==> src/rtl/sff_pkg.sv <==
package sff_pkg;

  localparam int FLAG_W = 16;
  localparam int PAR_W  = 8;

  typedef enum logic [2:0] {
    OP_ADD  = 3'd0,
    OP_ADC  = 3'd1,
    OP_SUB  = 3'd2,
    OP_SBB  = 3'd3,
    OP_AND  = 3'd4,
    OP_OR   = 3'd5,
    OP_XOR  = 3'd6,
    OP_PASS = 3'd7
  } op_e;

  typedef struct packed {
    logic ovf;
    logic sgn;
    logic zer;
    logic aux;
    logic par;
    logic cry;
  } arith_flags_t;

  typedef struct packed {
    logic dir;
    logic ien;
    logic trap;
  } ctl_flags_t;

  localparam int POS_CRY  = 0;
  localparam int POS_ONE  = 1;
  localparam int POS_PAR  = 2;
  localparam int POS_AUX  = 4;
  localparam int POS_ZER  = 6;
  localparam int POS_SGN  = 7;
  localparam int POS_TRAP = 8;
  localparam int POS_IEN  = 9;
  localparam int POS_DIR  = 10;
  localparam int POS_OVF  = 11;

  function automatic logic [FLAG_W-1:0] pack_flags(input arith_flags_t af,
                                                   input ctl_flags_t   cf);
    logic [FLAG_W-1:0] w;
    w           = '0;
    w[POS_ONE]  = 1'b1;
    w[POS_CRY]  = af.cry;
    w[POS_PAR]  = af.par;
    w[POS_AUX]  = af.aux;
    w[POS_ZER]  = af.zer;
    w[POS_SGN]  = af.sgn;
    w[POS_OVF]  = af.ovf;
    w[POS_TRAP] = cf.trap;
    w[POS_IEN]  = cf.ien;
    w[POS_DIR]  = cf.dir;
    return w;
  endfunction

endpackage

==> src/rtl/sff_rst_sync.sv <==
module sff_rst_sync #(
  parameter int STAGES = 2
) (
  input  logic clk,
  input  logic rst_n,
  output logic rst_sync_n
);
  logic [STAGES-1:0] sync_q;
  logic [STAGES-1:0] sync_d;

  always_comb begin
    sync_d = {sync_q[STAGES-2:0], 1'b1};
  end

  always_ff @(posedge clk or negedge rst_n) begin
    if (!rst_n) sync_q <= '0;
    else        sync_q <= sync_d;
  end

  assign rst_sync_n = sync_q[STAGES-1];
endmodule

==> src/rtl/sff_lane_adder.sv <==
module sff_lane_adder #(
  parameter int DATA_W = 16,
  parameter int LANE_W = 8
) (
  input  logic [DATA_W-1:0] opnd_a,
  input  logic [DATA_W-1:0] opnd_bx,
  input  logic              cin,
  output logic [DATA_W-1:0] sum,
  output logic [DATA_W/LANE_W-1:0] lane_carry
);
  localparam int LANES = DATA_W / LANE_W;

  logic [LANES:0] chain;
  assign chain[0] = cin;

  for (genvar g = 0; g < LANES; g++) begin : g_lane
    logic [LANE_W:0] part;
    assign part = {1'b0, opnd_a[g*LANE_W +: LANE_W]}
                + {1'b0, opnd_bx[g*LANE_W +: LANE_W]}
                + {{LANE_W{1'b0}}, chain[g]};
    assign sum[g*LANE_W +: LANE_W] = part[LANE_W-1:0];
    assign chain[g+1]              = part[LANE_W];
  end

  assign lane_carry = chain[LANES:1];
endmodule

==> src/rtl/sff_flag_eval.sv <==
module sff_flag_eval
  import sff_pkg::*;
#(
  parameter int DATA_W = 16,
  parameter int LANE_W = 8
) (
  input  op_e               op,
  input  logic              byte_mode,
  input  logic [DATA_W-1:0] opnd_a,
  input  logic [DATA_W-1:0] opnd_b,
  input  logic [DATA_W-1:0] sum,
  input  logic [DATA_W/LANE_W-1:0] lane_carry,
  output logic [DATA_W-1:0] result,
  output arith_flags_t      flags
);
  localparam int LANES  = DATA_W / LANE_W;
  localparam int NMSB   = LANE_W - 1;
  localparam int WMSB   = DATA_W - 1;
  localparam int UPPER  = DATA_W - LANE_W;

  logic              is_logic;
  logic              is_sub;
  logic [DATA_W-1:0] lres;
  logic [DATA_W-1:0] raw;
  logic [DATA_W-1:0] bx;
  logic              cout;
  logic              cin_msb;

  always_comb begin
    is_logic = op[2];
    is_sub   = (op == OP_SUB) || (op == OP_SBB);
    bx       = is_sub ? ~opnd_b : opnd_b;
    unique case (op)
      OP_AND:  lres = opnd_a & opnd_b;
      OP_OR:   lres = opnd_a | opnd_b;
      OP_XOR:  lres = opnd_a ^ opnd_b;
      default: lres = opnd_b;
    endcase
    raw    = is_logic ? lres : sum;
    result = byte_mode ? {{UPPER{1'b0}}, raw[LANE_W-1:0]} : raw;

    if (byte_mode) begin
      cout    = lane_carry[0];
      cin_msb = opnd_a[NMSB] ^ bx[NMSB] ^ sum[NMSB];
    end else begin
      cout    = lane_carry[LANES-1];
      cin_msb = opnd_a[WMSB] ^ bx[WMSB] ^ sum[WMSB];
    end

    flags.cry = is_logic ? 1'b0 : (cout ^ is_sub);
    flags.ovf = is_logic ? 1'b0 : (cout ^ cin_msb);
    flags.aux = is_logic ? 1'b0 : (opnd_a[4] ^ opnd_b[4] ^ sum[4]);
    flags.par = ~^result[PAR_W-1:0];
    flags.zer = byte_mode ? (result[LANE_W-1:0] == '0) : (result == '0);
    flags.sgn = byte_mode ? result[NMSB] : result[WMSB];
  end
endmodule

==> src/rtl/sff_flag_store.sv <==
module sff_flag_store
  import sff_pkg::*;
(
  input  logic         clk,
  input  logic         rst_n,
  input  logic         upd_en,
  input  arith_flags_t arith_in,
  input  logic         ctl_wr,
  input  ctl_flags_t   ctl_in,
  output arith_flags_t arith_q,
  output ctl_flags_t   ctl_q
);
  arith_flags_t arith_d;
  ctl_flags_t   ctl_d;

  always_comb begin
    arith_d = arith_q;
    if (upd_en) arith_d = arith_in;
    ctl_d = ctl_q;
    if (ctl_wr) ctl_d = ctl_in;
  end

  always_ff @(posedge clk or negedge rst_n) begin
    if (!rst_n) begin
      arith_q <= '0;
      ctl_q   <= '0;
    end else begin
      arith_q <= arith_d;
      ctl_q   <= ctl_d;
    end
  end
endmodule

==> src/rtl/sff_status_unit.sv <==
module sff_status_unit
  import sff_pkg::*;
#(
  parameter int DATA_W = 16,
  parameter int LANE_W = 8
) (
  input  logic              clk,
  input  logic              rst_n,
  input  logic [2:0]        op_sel,
  input  logic              byte_mode,
  input  logic [DATA_W-1:0] opnd_a,
  input  logic [DATA_W-1:0] opnd_b,
  input  logic              carry_in,
  input  logic              upd_en,
  input  logic              ctl_wr,
  input  logic [2:0]        ctl_wdata,
  output logic [DATA_W-1:0] result,
  output logic [15:0]       flag_word
);
  localparam int LANES = DATA_W / LANE_W;

  logic              rst_sync_n;
  op_e               op;
  logic              cin_eff;
  logic [DATA_W-1:0] bx;
  logic [DATA_W-1:0] sum;
  logic [LANES-1:0]  lane_carry;
  arith_flags_t      flags_next;
  arith_flags_t      flags_q;
  ctl_flags_t        ctl_q;

  sff_rst_sync #(.STAGES(2)) u_rst_sync (
    .clk        (clk),
    .rst_n      (rst_n),
    .rst_sync_n (rst_sync_n)
  );

  always_comb begin
    op = op_e'(op_sel);
    unique case (op)
      OP_ADC:  cin_eff = carry_in;
      OP_SUB:  cin_eff = 1'b1;
      OP_SBB:  cin_eff = ~carry_in;
      default: cin_eff = 1'b0;
    endcase
    bx = ((op == OP_SUB) || (op == OP_SBB)) ? ~opnd_b : opnd_b;
  end

  sff_lane_adder #(.DATA_W(DATA_W), .LANE_W(LANE_W)) u_adder (
    .opnd_a     (opnd_a),
    .opnd_bx    (bx),
    .cin        (cin_eff),
    .sum        (sum),
    .lane_carry (lane_carry)
  );

  sff_flag_eval #(.DATA_W(DATA_W), .LANE_W(LANE_W)) u_eval (
    .op         (op),
    .byte_mode  (byte_mode),
    .opnd_a     (opnd_a),
    .opnd_b     (opnd_b),
    .sum        (sum),
    .lane_carry (lane_carry),
    .result     (result),
    .flags      (flags_next)
  );

  sff_flag_store u_store (
    .clk      (clk),
    .rst_n    (rst_sync_n),
    .upd_en   (upd_en),
    .arith_in (flags_next),
    .ctl_wr   (ctl_wr),
    .ctl_in   (ctl_flags_t'(ctl_wdata)),
    .arith_q  (flags_q),
    .ctl_q    (ctl_q)
  );

  assign flag_word = pack_flags(flags_q, ctl_q);
endmodule

==> config.mk <==
export PLATFORM = sky130hd
export DESIGN_NAME = sff_status_unit
export DESIGN_NICKNAME = d
export VERILOG_FILES = /design/src/rtl/sff_pkg.sv /design/src/rtl/sff_rst_sync.sv /design/src/rtl/sff_lane_adder.sv /design/src/rtl/sff_flag_eval.sv /design/src/rtl/sff_flag_store.sv /design/src/rtl/sff_status_unit.sv
export SDC_FILE = /design/constraint.sdc
export NUM_CORES = 1
export LEC_CHECK = 0
export ABC_AREA = 1
export CORE_ASPECT_RATIO = 0.7
export CORE_UTILIZATION = 33
export CTS_CLUSTER_DIAMETER = 40
export DETAILED_ROUTE_END_ITERATION = 10
export GPL_TIMING_DRIVEN = 0
export SETUP_SLACK_MARGIN = 0.1
export SYNTH_ARGS = -nofsm -noshare
export SYNTH_HDL_FRONTEND = slang
export SYNTH_HIERARCHICAL = 1
export SYNTH_SLANG_ARGS = --single-unit
==> constraint.sdc <==
create_clock -name clk -period 12.65 [get_ports clk]
set_input_delay 2.53 -clock clk [delete_from_list [all_inputs] [get_ports clk]]
set_output_delay 2.53 -clock clk [all_outputs]
set_load 0.01 [all_outputs]
==> run summary, run 1 <==
status - completed
vias per inst - 4.57
clock sink total - 11
post-synthesis sequential element count - 11
worst vdd ir - 0.0000349 V
Final Net Count - 702
Worst Setup SP - op_sel[1]
CTS root buf - clkbuf_16
type of the most critical hold path - reg -> async
relative slew slack - 63.9%
crit path DAT - 6830 ps
share of cells above drive strength 1 - 7.30%
Via Count - 3324
GPL Wtd Cong - 0.865
core area - 9110 um2
Die X - 118 um
wire per inst - 12.0 um
DIE AREA - 9870 um2
CP Launch Type - input port
WHS - 134 ps
Setup Buffers After CTS - 0
largest net degree at the start of global routing - 11
vias in the first global route - 3137
syn avg cell area - 5.94 um2
pre-CTS WS - 3270 ps
PortBufs - 68
synth warn - 6
Crit Reg-Reg Startpoint - u_store/arith_q[2]
FILL cells - 976
first-pass GRT wire length - 14600 um
total grt overflow - 0
Layout Skew - 0.995 ps
Setup TNS Final - 0 ps
TritonRoute pass-1 iters - 5
Total Routing Usage GR - 18.1%
Multi-input gate area - 2300 um2
power per cell area - 69.3 nW/um2
f_max - 107 MHz
max cap viols - 0
DP Wirelength - 7140 um
num rows - 29
area delta synth->final - 29.9%
post-synth cell types - 36
Synth Instances - 526
initial core utilization - 34.3%
Ports - 76
CP delay by family, top - buffers and inverters
Worst path slowest cell - clkdlybuf4s50_1
worst slew pin tran - 540 ps
Final Cycle Share - 74.0%
Final Hold Fails - 0
storage element area - 275 um2
die height - 83.4 um
Antenna Nets Post-Route - 0
minimum clock period - 9360 ps
final setup margin - 3290 ps
crit path max fanout - 8
most frequent CP cell - nand2_1
Clock Latency Late Sink - 230 ps
Setup crit end kind - output port
Netlist Area Pre-Place - 3120 um2
delay of the slowest critical-path stage - 640 ps
CTS tree - built
CTS buffer count - 3
htree depth - 1
clk slew on worst S/H paths - 40 ps
RSZ-0062 raised after global routing - false
drt drc - 0
cts repair resizes - 0
routed wire length - 8740 um
Bufs and invs on worst path - 7
sequential-to-total area share from yosys stat - 8.81%
LEAKAGE - 0.00241 uW
final setup vio count - 0
Req. time, crit path - 10120 ps
Hold Buf Count CTS - 0
CTS max path bufs - 2
DR iter-0 viols - 149
Slew Viols, Final - 0
antenna violations before repair - 0
crit path kind - in -> out
Antenna Cells - 0
==> cell type report <==
cell class	instances	area share (%)
multi-input cells	388	56.7
well taps	124	3.82
repair buffers	68	16.8
flip-flops and latches	11	6.78
clock buffers	4	1.94
plain buffers	15	2.99
inverters	117	11.0
==> logic make-up after synthesis <==
logic type | synth area share (%)
compound gates | 10.9
xor+xnor | 3.36
fa+ha+maj | 22.6
buf+inv | 18.1
flops | 8.81
other cells | 0.360
simple gates | 35.9
==> flip-flops by register name (all words and copies together) (netlist names) <==
signal / flops
u_rst_sync/sync_q: 2
u_store/ctl_q: 3
u_store/arith_q: 6
==> cell usage after synthesis (all sizes together) <==
| master | count | area, um2 |
|---|---|---|
| nand3 | 22 | 110 |
| or2 | 1 | 8.76 |
| nand3b | 1 | 20.0 |
| clkinv | 2 | 8.75 |
| dfrtp | 11 | 275 |
| o22ai | 8 | 56.3 |
| nand4 | 6 | 37.5 |
| xnor2 | 6 | 52.6 |
| inv | 115 | 437 |
| o211ai | 8 | 65.1 |
| o21bai | 2 | 15.0 |
| buf | 15 | 121 |
| xor2 | 6 | 52.6 |
| a21oi | 18 | 90.1 |
| fa | 4 | 80.1 |
| nand2 | 208 | 835 |
| nor2 | 19 | 110 |
| o21ai | 21 | 113 |
| ha | 50 | 626 |
| conb | 3 | 11.3 |
==> routing by layer <==
layer  global-route usage, %  up-vias  routed length, um
met4                    4.20        0                 92
met1                    26.2     1457               4330
met5                       0        -                  0
met3                    1.92        8                644
li1                        -     1746                  -
met2                    28.7      113               3670
==> where the power goes <==
part | switching, uW | total (uW) | internal (uW) | leakage, uW
Combinational | 99.1 | 182 | 83.1 | 0.00223
Clock | 13.5 | 55.6 | 42.1 | 0.0000382
Sequential | 3.12 | 43.4 | 40.3 | 0.000137
==> metrics by stage <==
step	power, uW	instances	util (%)	cell area (um2)
floorplan	157	531	-	3140
global placement	221	723	43.7	3980
detailed placement	226	723	43.7	3980
CTS	284	727	44.6	4060
global route	308	727	44.6	4060
finish	281	727	44.6	4060
==> worst paths after layout <==
| kind | endpoint | slack [ps] | cells past startpoint |
|---|---|---|---|
| setup / recovery | result[14] | 3290 | 26 |
| hold / removal | u_store/ctl_q[2] | 130 | 0 |
| setup reg to reg | u_store/arith_q[2] | 12040 | 2 |
| hold reg to reg | u_store/ctl_q[2] | 130 | 0 |
| max in group asynchronous | u_rst_sync/sync_q[1] | 10060 | 1 |
| min in group clk | u_rst_sync/sync_q[1] | 350 | 0 |
==> layout by cell type (no fill, tap or decap), drive strengths merged <==
master / count
fa: 4
xor2: 6
nand3: 22
or2: 1
o211ai: 8
clkdlybuf4s50: 68
buf: 15
inv: 115
a21oi: 18
clkinv: 2
xnor2: 6
nand2: 208
ha: 50
nand3b: 1
o21bai: 2
nor2: 19
o21ai: 21
clkbuf: 4
conb: 8
o22ai: 8
nand4: 6
dfrtp: 11
Note: power is estimated with default switching activity, not from simulation.
==> run 2: changes to the inputs <==
==> constraint.sdc (replaced) <==
create_clock -name clk -period 8.86 [get_ports clk]
set_input_delay 1.772 -clock clk [delete_from_list [all_inputs] [get_ports clk]]
set_output_delay 1.772 -clock clk [all_outputs]
set_load 0.01 [all_outputs]
==> results of run 2 <==
The final DEF is identical to that of run 1. Status: completed.
Main changes from that run: setup slack after placement 3270 ps -> 999 ps; setup slack after layout 3290 ps -> 1010 ps; register-to-register setup slack 12040 ps -> 8250 ps; total power 281 uW -> 402 uW; worst IR drop on VDD 0.0000349 V -> 0.0000498 V
==> run 3: changes to the inputs <==
--- a/config.mk
+++ b/config.mk
@@ -6,6 +6,7 @@
 export NUM_CORES = 1
 export LEC_CHECK = 0
 export ABC_AREA = 1
+export CAP_MARGIN = 0
 export CORE_ASPECT_RATIO = 0.7
 export CORE_UTILIZATION = 33
 export CTS_CLUSTER_DIAMETER = 40
==> results of run 3 <==
The final DEF is identical to that of run 1. Status: completed.
Main changes from that run: setup slack after placement 3270 ps -> 999 ps; setup slack after layout 3290 ps -> 1010 ps; register-to-register setup slack 12040 ps -> 8250 ps; total power 281 uW -> 402 uW; worst IR drop on VDD 0.0000349 V -> 0.0000498 V
